### src/rtl/brcond_pkg.sv
package brcond_pkg;

    localparam int INSTR_W = 32;
    localparam int OPC_W   = 8;
    localparam int COND_W  = 4;
    localparam int IDX_W   = 4;
    localparam int IMM_W   = 16;

    localparam int OPC_LSB  = INSTR_W - OPC_W;
    localparam int COND_LSB = OPC_LSB - COND_W;
    localparam int RS1_LSB  = COND_LSB - IDX_W;
    localparam int RS2_LSB  = RS1_LSB - IDX_W;

    typedef enum logic [COND_W-1:0] {
        CC_ALWAYS = 4'h0,
        CC_NE     = 4'h1,
        CC_EQ     = 4'h2,
        CC_UGT    = 4'h3,
        CC_UGE    = 4'h4,
        CC_SGT    = 4'hC,
        CC_SGE    = 4'hD
    } cond_code_e;

    typedef struct packed {
        logic taken;
        logic invalid;
    } decision_t;

endpackage

### src/rtl/brcond_operand_sel.sv
module brcond_operand_sel
    import brcond_pkg::*;
#(
    parameter int              XLEN    = 32,
    parameter logic [OPC_W-1:0] OPC_REG = 8'h40,
    parameter logic [OPC_W-1:0] OPC_IMM = 8'h41
) (
    input  logic [OPC_W-1:0] opcode,
    input  logic [IDX_W-1:0] rs1_idx,
    input  logic [IDX_W-1:0] rs2_idx,
    input  logic [IMM_W-1:0] imm,
    input  logic [XLEN-1:0]  rs1_val,
    input  logic [XLEN-1:0]  rs2_val,
    output logic [XLEN-1:0]  op_a,
    output logic [XLEN-1:0]  op_b,
    output logic             is_branch
);

    localparam int EXT_W = XLEN - IMM_W;

    typedef struct packed {
        logic [XLEN-1:0] a;
        logic [XLEN-1:0] b;
        logic            br;
    } sel_t;

    sel_t sel_d;

    always_comb begin
        sel_d    = '0;
        sel_d.a  = (rs1_idx == '0) ? '0 : rs1_val;
        if (opcode == OPC_REG) begin
            sel_d.br = 1'b1;
            sel_d.b  = (rs2_idx == '0) ? '0 : rs2_val;
        end else if (opcode == OPC_IMM) begin
            sel_d.br = 1'b1;
            sel_d.b  = {{EXT_W{imm[IMM_W-1]}}, imm};
        end
    end

    assign op_a      = sel_d.a;
    assign op_b      = sel_d.b;
    assign is_branch = sel_d.br;

    // a zero index never lets a register value through
    always_comb begin
        if (rs1_idx == '0)
            a_r2_rs1_zero: assert (op_a == '0) else $error("rs1 index 0 not zero");
        if (opcode == OPC_REG && rs2_idx == '0)
            a_r2_rs2_zero: assert (op_b == '0) else $error("rs2 index 0 not zero");
        // upper bits of the immediate comparand copy bit 15
        if (opcode == OPC_IMM)
            a_r10_sign_ext: assert (op_b[XLEN-1] == imm[IMM_W-1]) else $error("immediate not sign-extended");
    end

endmodule

### src/rtl/brcond_compare.sv
module brcond_compare #(
    parameter int XLEN = 32
) (
    input  logic [XLEN-1:0] a,
    input  logic [XLEN-1:0] b,
    output logic            eq,
    output logic            uge,
    output logic            sge
);

    logic sign_differs;

    always_comb begin
        eq           = (a == b);
        uge          = (a >= b);
        sign_differs = a[XLEN-1] ^ b[XLEN-1];
        // when the signs differ, unsigned and signed order are opposite
        sge          = uge ^ sign_differs;
    end

    always_comb begin
        // equal operands satisfy both non-strict orderings
        if (eq)
            a_r6_eq_implies_ge: assert (uge && sge) else $error("equal operands not ordered ge");
        if (!sign_differs)
            a_r5_same_sign_agree: assert (uge == sge) else $error("same-sign order mismatch");
    end

endmodule

### src/rtl/brcond_decide.sv
module brcond_decide
    import brcond_pkg::*;
(
    input  logic [COND_W-1:0] cond,
    input  logic              is_branch,
    input  logic              eq,
    input  logic              uge,
    input  logic              sge,
    output decision_t         dec
);

    decision_t dec_d;

    always_comb begin
        dec_d = '0;
        if (is_branch) begin
            case (cond)
                CC_ALWAYS: dec_d.taken = 1'b1;
                CC_NE:     dec_d.taken = !eq;
                CC_EQ:     dec_d.taken = eq;
                CC_UGT:    dec_d.taken = uge && !eq;
                CC_UGE:    dec_d.taken = uge;
                CC_SGT:    dec_d.taken = sge && !eq;
                CC_SGE:    dec_d.taken = sge;
                default:   dec_d.invalid = 1'b1;
            endcase
        end
    end

    assign dec = dec_d;

endmodule

### src/rtl/brcond_unit.sv
module brcond_unit
    import brcond_pkg::*;
#(
    parameter int               XLEN    = 32,
    parameter logic [OPC_W-1:0] OPC_REG = 8'h40,
    parameter logic [OPC_W-1:0] OPC_IMM = 8'h41
) (
    input  logic [INSTR_W-1:0] instr,
    input  logic [XLEN-1:0]    ip,
    input  logic [XLEN-1:0]    rs1_val,
    input  logic [XLEN-1:0]    rs2_val,
    input  logic [XLEN-1:0]    target,
    output logic               taken,
    output logic               cond_invalid,
    output logic [XLEN-1:0]    next_ip
);

    localparam logic [XLEN-1:0] IP_STEP = XLEN'(1);

    logic [OPC_W-1:0]  opcode;
    logic [COND_W-1:0] cond;
    logic [IDX_W-1:0]  rs1_idx;
    logic [IDX_W-1:0]  rs2_idx;
    logic [IMM_W-1:0]  imm;
    logic [XLEN-1:0]   op_a;
    logic [XLEN-1:0]   op_b;
    logic              is_branch;
    logic              eq;
    logic              uge;
    logic              sge;
    decision_t         dec;
    logic [XLEN-1:0]   next_ip_d;

    // field positions
    always_comb begin
        opcode  = instr[INSTR_W-1:OPC_LSB];
        cond    = instr[OPC_LSB-1:COND_LSB];
        rs1_idx = instr[COND_LSB-1:RS1_LSB];
        rs2_idx = instr[RS1_LSB-1:RS2_LSB];
        imm     = instr[IMM_W-1:0];
    end

    brcond_operand_sel #(
        .XLEN    (XLEN),
        .OPC_REG (OPC_REG),
        .OPC_IMM (OPC_IMM)
    ) u_sel (
        .opcode    (opcode),
        .rs1_idx   (rs1_idx),
        .rs2_idx   (rs2_idx),
        .imm       (imm),
        .rs1_val   (rs1_val),
        .rs2_val   (rs2_val),
        .op_a      (op_a),
        .op_b      (op_b),
        .is_branch (is_branch)
    );

    brcond_compare #(
        .XLEN (XLEN)
    ) u_cmp (
        .a   (op_a),
        .b   (op_b),
        .eq  (eq),
        .uge (uge),
        .sge (sge)
    );

    brcond_decide u_dec (
        .cond      (cond),
        .is_branch (is_branch),
        .eq        (eq),
        .uge       (uge),
        .sge       (sge),
        .dec       (dec)
    );

    always_comb begin
        next_ip_d = dec.taken ? target : (ip + IP_STEP);
    end

    assign taken        = dec.taken;
    assign cond_invalid = dec.invalid;
    assign next_ip      = next_ip_d;

    always_comb begin
        // an undefined code never jumps
        if (cond_invalid)
            a_r7_invalid_not_taken: assert (!taken) else $error("invalid code taken");
        // code 0 on a branch opcode always jumps
        if ((opcode == OPC_REG || opcode == OPC_IMM) && cond == 4'h0)
            a_r3_always_taken: assert (taken) else $error("code 0 not taken");
        // foreign opcodes are inert
        if (opcode != OPC_REG && opcode != OPC_IMM)
            a_r9_foreign_inert: assert (!taken && !cond_invalid) else $error("foreign opcode acted");
        // fall-through advances by one
        if (!taken)
            a_r8_fallthrough: assert (next_ip == ip + IP_STEP) else $error("fall-through ip wrong");
    end

endmodule

### config.mk
export PLATFORM = sky130hd
export DESIGN_NAME = brcond_unit
export DESIGN_NICKNAME = d
export VERILOG_FILES = /design/src/rtl/brcond_pkg.sv /design/src/rtl/brcond_operand_sel.sv /design/src/rtl/brcond_compare.sv /design/src/rtl/brcond_decide.sv /design/src/rtl/brcond_unit.sv
export SDC_FILE = /design/constraint.sdc
export NUM_CORES = 1
export LEC_CHECK = 0
export BUFFER_PORTS_ARGS = -buffer_cell sky130_fd_sc_hd__buf_2
export CORE_MARGIN = 2
export CORE_UTILIZATION = 30
export DETAILED_ROUTE_END_ITERATION = 8
export GPL_TIMING_DRIVEN = 0
export PLACE_DENSITY_LB_ADDON = 0.3
export SLEW_MARGIN = 40
export SYNTH_ARGS = -nofsm -noshare
export SYNTH_HDL_FRONTEND = slang
export SYNTH_SLANG_ARGS = --single-unit
### constraint.sdc
create_clock -name vclk -period 4.28
set_clock_uncertainty 0.2 [all_clocks]
set_input_delay 0 -clock vclk [all_inputs]
set_output_delay 0 -clock vclk [all_outputs]
set_load 0.005 [all_outputs]
==> impl_metrics.yaml <==
worst_hold_path:
  min_path_type: "in -> out"
placement:
  place_area_um2: 3460
  dpl.hpwl_um: 7000
  gp_congestion: 0.810
  dp_cells: 600
  port_buffers: 194
drt:
  drc: 0
  wirelength_um: 7810
  drtAntennaViolNets: 0
  dr.first_iter.drc_count: 41
  first_pass_iters: 8
  vias: 2994
  wl_per_cell_um: 13.0
  vias_per_cell: 4.97
synth:
  synth_seq_area_share_pct: 0
  ys_top_cells_by_area: "mux2_4 (19%), ha_1 (18%), nor2b_1 (8.8%), xnor2_1 (7.4%), a21oi_1 (6.8%)"
  synth.distinct_cells: 40
  synthCells: 304
  synthSimpleGateAreaFrac_pct: 29.1
  netlist.top_cell.by_area: "mux2_4"
  post-synth-top-area-fraction_pct: 19.1
  syn_area_per_cell_um2: 7.75
  synth_fp_nets: 497
  synth_fa_ha_area_share_pct: 17.5
  muxShareOfSynthArea_pct: 21.0
  synth_top_family_by_area: "simple AND/OR/NAND/NOR gates"
  netlist_area_um2: 2360
  synth-compound-area-share_pct: 17.3
  synth_xor_area_share_pct: 11.1
  yosys_warnings: 0
critical_path:
  crit_slowest_cell: "or4b_4"
  critPathRequiredTime_ns: 4.08
  max_stage_delay_ns: 0.58
  worstSetupStartpointType: "input pin"
  critPathMaxFanout: 10
  critPathKind: "in -> out"
  end_kind: "output pin"
  crit_arrival_ns: 3.89
  crit_chain: "buf_2 -> or4b_4 -> nor4_4 -> buf_4 -> clkbuf_4 -> a22oi_1 -> ha_1 -> nand4_1 -> nor4_2 -> nand2_1 -> or4_1 -> a21oi_2 -> mux2i_2 -> buf_4 -> buf_6 -> mux2_4 -> buf_2"
floorplan:
  initial_core_util_pct: 30.7
  ios: 194
  fp.dieArea_um2: 8580
  core_um2: 7690
  chipHeight_um: 92.6
  die_x_um: 92.6
  rows: 32
status:
  status: "complete, no violations"
cells_and_area:
  fin_cells: 602
  antenna_cells: 0
  num-nets-final: 695
  seq_area_um2: 0
  n_clock_buffer: 0
  seq_cells: 0
  fin_area_um2: 3540
  drive_gt1_share_pct: 49.4
  area_growth_syn_to_layout_pct: 50.3
global_route:
  grt_usage_pct: 16.8
  antenna_found_initial: 0
  grt_overflow_total: 0
  grt_pass1_vias: 2908
  grt_pass1_wl_um: 12400
  grt_max_degree: 11
sta:
  drv_slew: 0
  max_slew.worst_pin.slew_ns: 0.666
  post-route-period-util_pct: 95.6
  rsz0062_at_grt: "no"
  finalSetupViolCount: 0
  slew_headroom_pct: 55.2
  max_freq_mhz: 244
  hold_viol_final: 0
  fin_crit_ns: 4.09
power_and_ir_drop:
  ir_worst_vdd_mv: 0.0274
  switching_share_pct: 42.2
  powerDensity_nw_per_um2: 64.4
  p_clk_share_pct: 0
  cellLeakagePower_nw: 1.82
  seqPwrFrac_pct: 0
  pwr-share-comb_pct: 100.0
  p_switching_mw: 0.0963
  internal-power_mw: 0.132
clock_tree:
  hold_buffers: 0
run:
  maxCapViolCount: 0
==> cells by family (layout without fill, tap and decap cells) <==
| kind of cell | Yosys count | after routing |
|---|---|---|
| compound gates | 66 | 66 |
| xor+xnor | 30 | 30 |
| fa+ha+maj | 33 | 33 |
| buf+inv | 19 | 215 |
| mux | 34 | 34 |
| simple gates | 122 | 122 |
==> cell usage after synthesis, types with 8 or more instances <==
library cell	number
ha_1	33
nor2b_1	33
a21oi_1	32
mux2_4	30
xnor2_1	20
nand2_1	19
nand3_1	16
a22oi_1	13
nor2_1	12
nand4_1	11
clkbuf_1	10
xor2_1	10
and3_1	8
==> placed cells by master, fill, tap and decap left out, types with 11 or more instances in the layout <==
| cell | instances |
|---|---|
| buf_2 | 194 |
| ha_1 | 33 |
| mux2_4 | 30 |
| nand2_1 | 19 |
| nor2_1 | 11 |
| nor2b_1 | 33 |
| xnor2_1 | 20 |
| a22oi_1 | 13 |
| a21oi_1 | 31 |
| nand3_1 | 16 |
| nand4_1 | 11 |
==> layer usage <==
metal	share of wire, %	routed length (µm)	vias to the layer above	GRT usage [%]
met4	1.2	95	0	2.57
met1	39	3020	1317	18.8
met5	0	0	-	0
met2	51	4000	141	33.7
met3	8.9	696	6	2.52
li1	-	-	1530	-
==> final timing paths <==
path | startpoint | end | slack (ns) | cells after the start
worst min-delay path | target[5] | next_ip[5] | 0.09 | 3
worst max-delay path | instr[27] | next_ip[17] | 0.19 | 17
==> through the flow <==
| step | total power, mW | TNS (ns) | setup WS, ns | utilization, % | hold slack (ns) |
|---|---|---|---|---|---|
| final | 0.228 | 0 | 0.187 | 46.1 | 0.0911 |
| after global routing | 0.253 | 0 | 0.00900 | 46.1 | 0.101 |
| after CTS | 0.228 | 0 | 0.0909 | 45.7 | 0.0935 |
| after detailed placement | 0.225 | -19.99 | -0.647 | 45.0 | 0.0931 |
| after global placement | 0.219 | -17.44 | -0.575 | 45.0 | 0.0922 |
| after floorplan | 0.107 | 0 | 0.426 | - | -0.145 |
==> power by group through the flow <==
stage / Clock (mW) / Sequential (mW) / Combinational, mW
CTS: 0 / 0 / 0.228
global route: 0 / 0 / 0.253
global placement: 0 / 0 / 0.219
floorplan: 0 / 0 / 0.107
finish: 0 / 0 / 0.228
detailed placement: 0 / 0 / 0.225
==> area by class of cell <==
type / instances / area, µm²
fill: 793 / 4150
buffer: 12 / 85.1
multi-input combinational: 285 / 2310
tap: 102 / 128
timing repair buffer: 197 / 993
inverter: 6 / 22.5
==> critical path, delay by kind of cell <==
family,cells,cell delay (ns)
multiplexers,2,0.38
AND/OR/NAND/NOR,6,1.99
adder cells (fa/ha/maj),1,0.31
AO/OA/AOI/OAI,2,0.27
buffers and inverters,6,0.95
==> repair_timing <==
| action | CTS | global route |
|---|---|---|
| hold endpoints to repair | 0 | 0 |
| buffers inserted | 2 | 1 |
| setup endpoints to repair | 33 | 31 |
| pin swaps | 1 | 3 |
| resized for setup | 15 | 7 |
Note: power is estimated with default switching activity, not from simulation.
